$ cat src/rtl/prio_irq_ctrl.sv
module prio_irq_ctrl #(
  parameter int SYNC_STAGES = 2,
  parameter int ADDR_W      = 5
) (
  input  logic              clk,
  input  logic              rst_n,
  input  logic [31:0]       irq_in,
  input  logic              bus_sel,
  input  logic              bus_wr,
  input  logic [ADDR_W-1:0] bus_addr,
  input  logic [31:0]       bus_wdata,
  output logic [31:0]       bus_rdata,
  output logic              bus_rvalid,
  output logic              irq_norm_o,
  output logic              irq_crit_o,
  output logic [4:0]        vec_idx_o,
  output logic              vec_valid_o
);

  localparam logic [31:0] RSV  = (32'h1 << (31 - 17)) | (32'h1 << (31 - 18)) | (32'h1 << (31 - 19));
  localparam logic [31:0] LIVE = ~RSV;
  localparam int A_STAT = 0, A_EN = 1, A_ROUTE = 2, A_POL = 3;
  localparam int A_TRIG = 4, A_MSK = 5, A_VCFG = 6, A_VEC = 7;

  logic [31:0] sync_q [SYNC_STAGES];
  logic [31:0] prev_q;
  logic [31:0] stat_q, en_q, route_q, pol_q, trig_q;
  logic        vcfg_q;
  logic [31:0] rdata_q;
  logic        rvalid_q, norm_q, crit_q, vval_q;
  logic [4:0]  vidx_q;

  logic [ADDR_W-3:0] widx;
  logic              wr, rd, unused_lsb;
  assign widx       = bus_addr[ADDR_W-1:2];
  assign unused_lsb = ^bus_addr[1:0];
  assign wr         = bus_sel & bus_wr;
  assign rd         = bus_sel & ~bus_wr;

  always_ff @(posedge clk or negedge rst_n) begin
    if (!rst_n) begin
      for (int i = 0; i < SYNC_STAGES; i++) sync_q[i] <= '0;
      prev_q <= '0;
    end else begin
      sync_q[0] <= irq_in;
      for (int i = 1; i < SYNC_STAGES; i++) sync_q[i] <= sync_q[i-1];
      prev_q <= sync_q[SYNC_STAGES-1];
    end
  end

  logic [31:0] cur, lvl_hit, edge_hit, set_vec, clr_vec, masked;
  assign cur      = sync_q[SYNC_STAGES-1];
  assign lvl_hit  = ~(cur ^ pol_q);
  assign edge_hit = (cur ^ prev_q) & lvl_hit;
  assign set_vec  = LIVE & ((trig_q & edge_hit) | (~trig_q & lvl_hit));
  assign clr_vec  = (wr && int'(widx) == A_STAT) ? bus_wdata : 32'h0;
  assign masked   = stat_q & en_q;

  always_ff @(posedge clk or negedge rst_n) begin
    if (!rst_n) begin
      stat_q  <= '0;
      en_q    <= '0;
      route_q <= LIVE;
      pol_q   <= '0;
      trig_q  <= '0;
      vcfg_q  <= 1'b0;
    end else begin
      stat_q <= (stat_q & ~clr_vec) | set_vec;
      if (wr) begin
        case (int'(widx))
          A_EN:    en_q    <= bus_wdata & LIVE;
          A_ROUTE: route_q <= bus_wdata & LIVE;
          A_POL:   pol_q   <= bus_wdata & LIVE;
          A_TRIG:  trig_q  <= bus_wdata & LIVE;
          A_VCFG:  vcfg_q  <= bus_wdata[0];
          default: ;
        endcase
      end
    end
  end

  logic       hit;
  logic [4:0] pick;
  always_comb begin
    hit  = 1'b0;
    pick = '0;
    for (int n = 0; n < 32; n++) begin
      if (!vcfg_q) begin
        if (!hit && masked[31-n]) begin
          hit  = 1'b1;
          pick = 5'(n);
        end
      end else if (!hit && masked[n]) begin
        hit  = 1'b1;
        pick = 5'(31 - n);
      end
    end
  end

  logic [31:0] rd_mux;
  always_comb begin
    case (int'(widx))
      A_STAT:  rd_mux = stat_q;
      A_EN:    rd_mux = en_q;
      A_ROUTE: rd_mux = route_q;
      A_POL:   rd_mux = pol_q;
      A_TRIG:  rd_mux = trig_q;
      A_MSK:   rd_mux = masked;
      A_VCFG:  rd_mux = {31'h0, vcfg_q};
      A_VEC:   rd_mux = {26'h0, vval_q, vidx_q};
      default: rd_mux = '0;
    endcase
  end

  always_ff @(posedge clk or negedge rst_n) begin
    if (!rst_n) begin
      rvalid_q <= 1'b0;
      rdata_q  <= '0;
      norm_q   <= 1'b0;
      crit_q   <= 1'b0;
      vidx_q   <= '0;
      vval_q   <= 1'b0;
    end else begin
      rvalid_q <= rd;
      if (rd) rdata_q <= rd_mux;
      norm_q   <= |(masked & route_q);
      crit_q   <= |(masked & ~route_q & LIVE);
      vidx_q   <= pick;
      vval_q   <= hit;
    end
  end

  assign bus_rdata   = rdata_q;
  assign bus_rvalid  = rvalid_q;
  assign irq_norm_o  = norm_q;
  assign irq_crit_o  = crit_q;
  assign vec_idx_o   = vidx_q;
  assign vec_valid_o = vval_q;

endmodule


$ cat config.mk
export PLATFORM = sky130hd
export DESIGN_NAME = prio_irq_ctrl
export DESIGN_NICKNAME = d
export VERILOG_FILES = /design/src/rtl/prio_irq_ctrl.sv
export SDC_FILE = /design/constraint.sdc
export NUM_CORES = 1
export LEC_CHECK = 0
export ABC_CLOCK_PERIOD_IN_PS = 5400
export CORE_UTILIZATION = 36
export CTS_CLUSTER_DIAMETER = 120
export DETAILED_ROUTE_END_ITERATION = 10
export PLACE_DENSITY = 0.59
export SYNTH_ARGS = -nofsm -noshare
export SYNTH_HDL_FRONTEND = slang
export SYNTH_SLANG_ARGS = --single-unit
$ cat constraint.sdc
create_clock -name clk -period 5.4 [get_ports clk]
set_input_delay 1.62 -clock clk [delete_from_list [all_inputs] [get_ports clk]]
set_output_delay 1.62 -clock clk [all_outputs]
set_load 0.02 [all_outputs]
==> results of run 1 <==
[Yosys cell counts, drive strengths merged, types with 15 or more instances]
cell type and instances:
a21o 29, a21oi 82, buf 17, clkbuf 40, dfrtp 248, dfstp 29, mux2 117, mux2i 48
nand2 97, nand3 26, nand4 16, nor2 56, o21a 26, o21ai 20, o221ai 25, o22a 17
o22ai 15, xnor2 29, xor2 29
[power by group through the flow]
| stage | combinational, µW | sequential, µW | clock [µW] |
|---|---|---|---|
| finish | 1420 | 2770 | 2110 |
| global route | 1540 | 2820 | 2250 |
| CTS | 1410 | 2770 | 2160 |
| detailed placement | 1400 | 2810 | 0 |
| global placement | 1390 | 2800 | 0 |
| floorplan | 860 | 2730 | 0 |
[state kept, by name, summed over array words and instances (netlist names), 5 cells and up]
name,cells
bus_rdata,32
cur,29
en_q,29
pol_q,29
prev_q,29
route_q,29
stat_q,32
sync_q,29
trig_q,29
vec_idx_o,5
[cells by family after synthesis]
group | count (synthesis) | synth area share, %
muxes | 165 | 14.16
buffers and inverters | 63 | 1.942
and+or+nand+nor | 254 | 9.522
xor gates and xnor gates | 58 | 4.002
DFF | 277 | 54.89
AOI/OAI and AO/OA | 285 | 15.48
[per-layer routing]
metal  track usage, %  part of all wire (%)
met1            29.11                    46
met2            32.84                    45
met3            4.003                   5.3
met4            9.088                   4.2
met5                0                     0
[layout make-up]
class	count	share of cell area, %
Clock inverter	11	0.8958
Tap cell	455	3.706
Clock buffer	42	5.774
Multi-Input combinational cell	762	35.82
Timing Repair Buffer	133	8.307
Inverter	6	0.1466
Sequential cell	277	45.35
[critical path: stages, from the launching register on]
cell	delay (ns)
dfrtp_1	1.13
nand3_1	0.30
o21ai_1	0.28
nor4_2	0.08
buf_4	0.23
and3_1	0.27
a21oi_1	0.38
o311ai_1	0.24
or4b_1	0.56
[worst paths after layout]
kind	endpoint	slack, ns	cells after the start
worst max-delay path	vec_idx_o[0]$_DFF_PN0_	1.74	8
worst min-delay path	cur[31]$_DFF_PN0_	0.35	0
worst max register to register	vec_idx_o[0]$_DFF_PN0_	1.74	8
worst min register to register	cur[31]$_DFF_PN0_	0.35	0
max in group asynchronous	cur[5]$_DFF_PN0_	3.25	2
min in group asynchronous	sync_q[53]$_DFF_PN0_	1.08	1
[metrics by stage]
step           area (µm²)  util [%]
6_report            15360     44.37
5_1_grt             15360     44.37
4_1_cts             15360     44.37
3_5_place_dp        14340     41.41
3_3_place_gp        14340     41.41
2_1_floorplan       12690         -
==> results.py, run 1 <==
metrics = {
    "critical_path": {
        "setup.worst_path.start_class": "flip-flop",
        "worstPathRequired_ns": 5.80,
        "r2r-start": "vcfg_q$_DFFE_PN0P_",
        "timing.setup.critical_path_class": "reg2reg",
        "maximum_fanout_count_along_the_critical_path": 31,
        "arrival_ns": 4.06,
        "worstSetupEndpointType": "flip-flop",
        "critPathLaunch": "vcfg_q$_DFFE_PN0P_",
    },
    "global_routing": {
        "grt_overflow": 0,
        "grt_max_degree": 101,
        "antenna_violations_before_repair": 0,
        "globalRouteTotalUtil_pct": 21.24,
        "via_count_of_the_first_global_routing_pass": 9770,
        "wire_length_of_the_first_global_routing_pass_um": 58620,
    },
    "detailed_routing": {
        "wl_per_cell_um": 22.19,
        "num_vias": 9459,
        "route.final.wire_length_um": 37410,
        "drc_errors": 0,
        "initial_detailed_routing_violation_count": 658,
        "avgViaCountPerCell": 5.610,
        "drtPass1Iterations": 7,
        "antenna_violating_nets_post_route": 0,
    },
    "layout": {
        "area.sequential_um2": 6968,
        "layout.cells.most_common": "dfrtp_1",
        "multiInputGateArea_um2": 5503,
        "final_nets": 1283,
        "num_antenna_cells": 0,
        "commonest_non_fill_non_tap_cells_in_the_layout": "248 x dfrtp_1, 117 x mux2_2, 105 x clkdlybuf4s50_1, 97 x nand2_1, 82 x a21oi_1",
        "n_fill_cell": 3265,
        "final-instance-count-excl-fill": 1686,
        "syn_to_final_growth_pct": 21.04,
        "layout-drive-gt1-share_pct": 19.01,
    },
    "sta": {
        "setup_slack_ns": 1.745,
        "worst_pin_slew_ns": 1.208,
        "final_period_minus_worst_setup_slack_ns": 3.655,
        "skew_ns": 0.01942,
        "setup_viol": 0,
        "final-max-slew-violation-count": 0,
        "relSlewSlack_pct": 18.73,
        "hold_violations": 0,
        "final_min_period_over_clock_period_pct": 67.69,
        "hold-worst-slack_ns": 0.3460,
        "unrepaired_setup_endpoints_after_global_routing": "no",
        "achievable-frequency_mhz": 273.6,
        "final_total_negative_setup_slack_ns": 0,
    },
    "run": {
        "maxCapViolations": 0,
    },
    "yosys": {
        "postSynthAreaPerCell_um2": 11.52,
        "synthArstFlopShare_pct": 100.0,
        "mappedNetlistNets": 1175,
        "netlist-cell-type-count": 59,
        "synth_top_cells_by_area": "dfrtp_1 49%, mux2_2 10%, dfstp_2 6.0%",
        "ys_ff_latch": 277,
        "synth_largest_area_cell": "dfrtp_1",
        "synthCells": 1102,
        "yosysWarningCount": 0,
        "syn-cell-area_um2": 12690,
        "synth.yosys.seq_area_share_pct": 54.89,
        "synth_ff_type": "dfrtp_1",
        "synth_top_area_share_pct": 48.89,
        "synth-edff-count": 0,
    },
    "floorplan": {
        "floorplan_die_area_um2": 36010,
        "die_x_um": 189.8,
        "start_util_pct": 36.66,
        "core_area_um2": 34630,
        "io-pin-count": 114,
        "number_of_placement_rows": 68,
        "die_y_um": 189.8,
    },
    "power_and_ir_drop": {
        "cell_leakage_power_uw": 0.006136,
        "ir_drop_v": 0.0002465,
        "powerDensity_nw_per_um2": 410.0,
        "intPower_uw": 4339,
        "seq_power_share_pct": 44.0,
        "combinationalPowerShare_pct": 22.5,
        "share_clk_of_total_power_pct": 33.5,
        "power.total_uw": 6298,
        "switching_power_uw": 1959,
        "netSwitchingFraction_pct": 31.11,
    },
    "status": {
        "outcome": "complete, no violations",
    },
    "clock_tree": {
        "clk_pin_slew_worst_paths_ns": 0.06,
        "clock_path_buffers": 3,
        "tritoncts_clock_tree": "done",
        "post_cts_resize_count": 0,
        "ctsHtreeMaxLevel": 1,
        "cts_made_buffers": 30,
        "worstSkewPairLatency_ns": 0.56,
        "hold_buffers": 0,
        "post_cts_setup_buffers": 0,
        "clk_root_buffer_cell": "clkbuf_16",
        "clkSinkCount": 277,
    },
    "placement": {
        "placement.setup.worst_slack_ns": 1.378,
        "portBuffers": 108,
        "finalWeightedCongestion": 0.9369,
        "place.detailed.instances": 1633,
        "hpwl_um": 25980,
    },
    "min_path": {
        "worst_hold_path_type": "reg2reg",
        "hold_path_startpoint": "sync_q[63]$_DFF_PN0_",
    },
}
(Power assumes the default switching activity.)
==> run 2: changes to the inputs <==
- ABC_CLOCK_PERIOD_IN_PS: 5400 -> 3100
- PLACE_DENSITY: 0.59 -> 0.61
- clock period: 5.4 -> 3.1 ns (I/O delays scaled with it)
==> run 2 against run 1 <==
  * Sequential share of layout area shrank 2.1 points
  * Critical path depth grew 1
  * Cell area grew 4.8%
  * Flip-flop and latch count is the same
  * Setup slack lost 1.6 ns
  * Utilization grew 2.1 points
  * Global-route usage grew 0.89 points
  * Clock-buffer cell count grew 1
  * Critical path type unchanged
  * Highest routed layer unchanged
==> results.py, run 2 (same netlist as run 1, synthesis figures left out) <==
metrics = {
    "sta": {
        "setup_viol": 0,
        "worst_pin_slew_ns": 0.6228,
        "hold_violations": 0,
        "hold-worst-slack_ns": 0.3440,
        "final-max-slew-violation-count": 0,
        "final_min_period_over_clock_period_pct": 96.91,
        "skew_ns": 0.01209,
        "unrepaired_setup_endpoints_after_global_routing": "no",
        "achievable-frequency_mhz": 332.9,
        "relSlewSlack_pct": 58.12,
        "final_period_minus_worst_setup_slack_ns": 3.004,
    },
    "power_and_ir_drop": {
        "share_clk_of_total_power_pct": 33.8,
        "switching_power_uw": 3490,
        "intPower_uw": 7900,
        "cell_leakage_power_uw": 0.006563,
        "powerDensity_nw_per_um2": 707.7,
        "combinationalPowerShare_pct": 24.1,
        "power.total_uw": 11390,
        "ir_drop_v": 0.0005851,
        "seq_power_share_pct": 42.1,
        "netSwitchingFraction_pct": 30.64,
    },
    "critical_path": {
        "critPathBufInv": 3,
        "reg2reg_slack_ns": 0.1,
        "maximum_fanout_count_along_the_critical_path": 10,
        "worstPathRequired_ns": 3.59,
        "timing.critical_path.max_delay_family": "compound AO/OA/AOI/OAI gates",
        "timing.critical_path.mode_cell": "buf_4",
        "worst-r2r-cell-count": 9,
        "arrival_ns": 3.49,
        "crit_path_max_incr_delay_ns": 0.51,
        "critical_path.slowest_cell": "o311ai_1",
        "worstSetupPathDepth": 9,
        "timing.setup.critical_path_class": "reg2reg",
        "worstSetupEndpointType": "flip-flop",
        "r2r-start": "en_q[1]$_DFFE_PN0P_",
        "regToRegEndpoint": "vec_idx_o[0]$_DFF_PN0_",
        "crit_path_cell_trace": "a222oi_1 > a32oi_1 > nor4_2 > buf_4 > buf_4 > nand2_1 > buf_4 > o311ai_1 > or4b_1",
        "setup.worst_path.start_class": "flip-flop",
        "critPathLaunch": "en_q[1]$_DFFE_PN0P_",
    },
    "layout": {
        "multiInputGateArea_um2": 5505,
        "layout-drive-gt1-share_pct": 24.12,
        "n_fill_cell": 3163,
        "layout.cells.most_common": "dfrtp_1",
        "num_antenna_cells": 0,
        "final_nets": 1360,
        "commonest_non_fill_non_tap_cells_in_the_layout": "247 x dfrtp_1, 117 x mux2_2, 105 x clkdlybuf4s50_1, 97 x nand2_1, 93 x buf_4",
        "syn_to_final_growth_pct": 26.80,
        "finalCoreUtilization_pct": 46.48,
        "final_design_area_no_fill_um2": 16100,
        "area.sequential_um2": 6969,
    },
    "global_routing": {
        "globalRouteTotalUtil_pct": 22.13,
        "via_count_of_the_first_global_routing_pass": 9954,
        "grt_max_degree": 65,
        "grt_overflow": 0,
        "wire_length_of_the_first_global_routing_pass_um": 61000,
        "antenna_violations_before_repair": 0,
    },
    "detailed_routing": {
        "wirelength_met1_um": 17940,
        "met2WireLength_um": 18200,
        "num_vias": 9739,
        "drtPass1Iterations": 5,
        "highest_layer": "met4",
        "wl_per_cell_um": 22.08,
        "wl_met3_um": 1768,
        "drc_errors": 0,
        "avgViaCountPerCell": 5.518,
        "route.final.wire_length_um": 38970,
        "initial_detailed_routing_violation_count": 636,
        "antenna_violating_nets_post_route": 0,
    },
    "floorplan": {
        "io-pin-count": 114,
        "core_area_um2": 34630,
        "die_x_um": 189.8,
        "floorplan_die_area_um2": 36010,
        "number_of_placement_rows": 68,
        "start_util_pct": 36.66,
        "die_y_um": 189.8,
    },
    "placement": {
        "placedInstanceArea_um2": 15000,
        "hpwl_um": 28600,
        "finalWeightedCongestion": 0.9513,
        "portBuffers": 108,
    },
    "clock_tree": {
        "clkSinkCount": 277,
        "cts_made_buffers": 31,
        "clk_root_buffer_cell": "clkbuf_16",
        "worstSkewPairLatency_ns": 0.56,
        "clk_pin_slew_worst_paths_ns": 0.06,
        "clock_path_buffers": 3,
        "post_cts_setup_buffers": 0,
        "tritoncts_clock_tree": "done",
        "hold_buffers": 0,
        "ctsHtreeMaxLevel": 1,
    },
    "run": {
        "maxCapViolations": 0,
    },
    "status": {
        "outcome": "complete, no violations",
    },
    "min_path": {
        "worst_hold_path_type": "in2async",
    },
}
run 2: changes by cell type in the layout (fill, tap and decap cells not counted), moves of 2 or more:
cell,previous run,this run
clkbuf_8,7,10
clkbuf_1,4,2
a2111oi_1,0,2
buf_4,24,93
a2111oi_0,4,2
buf_12,1,8
run 2: worst max path at each step:
stage	to
after floorplan	pol_q[22]$_DFFE_PN0P_
after global placement	vec_idx_o[1]$_DFF_PN0_
after detailed placement	vec_idx_o[1]$_DFF_PN0_
after CTS	vec_idx_o[1]$_DFF_PN0_
after global routing	vec_idx_o[3]$_DFF_PN0_
final	vec_idx_o[0]$_DFF_PN0_
run 2: power groups by stage:
stage	clock network, µW	logic [µW]	registers, µW
2_1_floorplan	0	1500	4750
3_3_place_gp	0	2710	4830
3_5_place_dp	0	2730	4850
5_1_grt	4110	2970	4870
4_1_cts	3950	2750	4790
6_report	3850	2750	4790
run 2: final cells by class:
class,instances,share of cell area (%)
multi-input combinational,762,34.20
timing repair buffer,209,12.02
tap,455,3.537
clock inverter,13,1.081
sequential,277,43.30
clock buffer,43,5.721
inverter,6,0.1399
run 2: worst reg2reg max path: cells and delay by family (launching register included):
| kind | cells | cell delay (ns) |
|---|---|---|
| compound gates | 3 | 1.30 |
| flops | 1 | 0.47 |
| buf+inv | 3 | 0.55 |
| simple gates | 3 | 0.63 |
run 2: metal layers:
layer / global-route usage [%] / up-vias
met1: 31.02 / 4948
met5: 0 / -
li1: - / 4449
met3: 2.435 / 58
met4: 7.103 / 0
met2: 35.80 / 284
run 2: what timing repair did:
item | CTS | global route
setup endpoints to repair | 1 | 2
hold endpoints to repair | 0 | 0
gates resized for setup | 1 | 3
run 2: stage by stage:
step / instances / TNS, ns / worst slack [ns]
after detailed placement: 1709 / 0 / 0.02293
after floorplan: 1102 / 0 / 0.4289
after global placement: 1709 / -0.1014 / -0.1014
after CTS: 1765 / 0 / 0.06820
final: 1765 / 0 / 0.09580
after global routing: 1765 / 0 / 0.006385
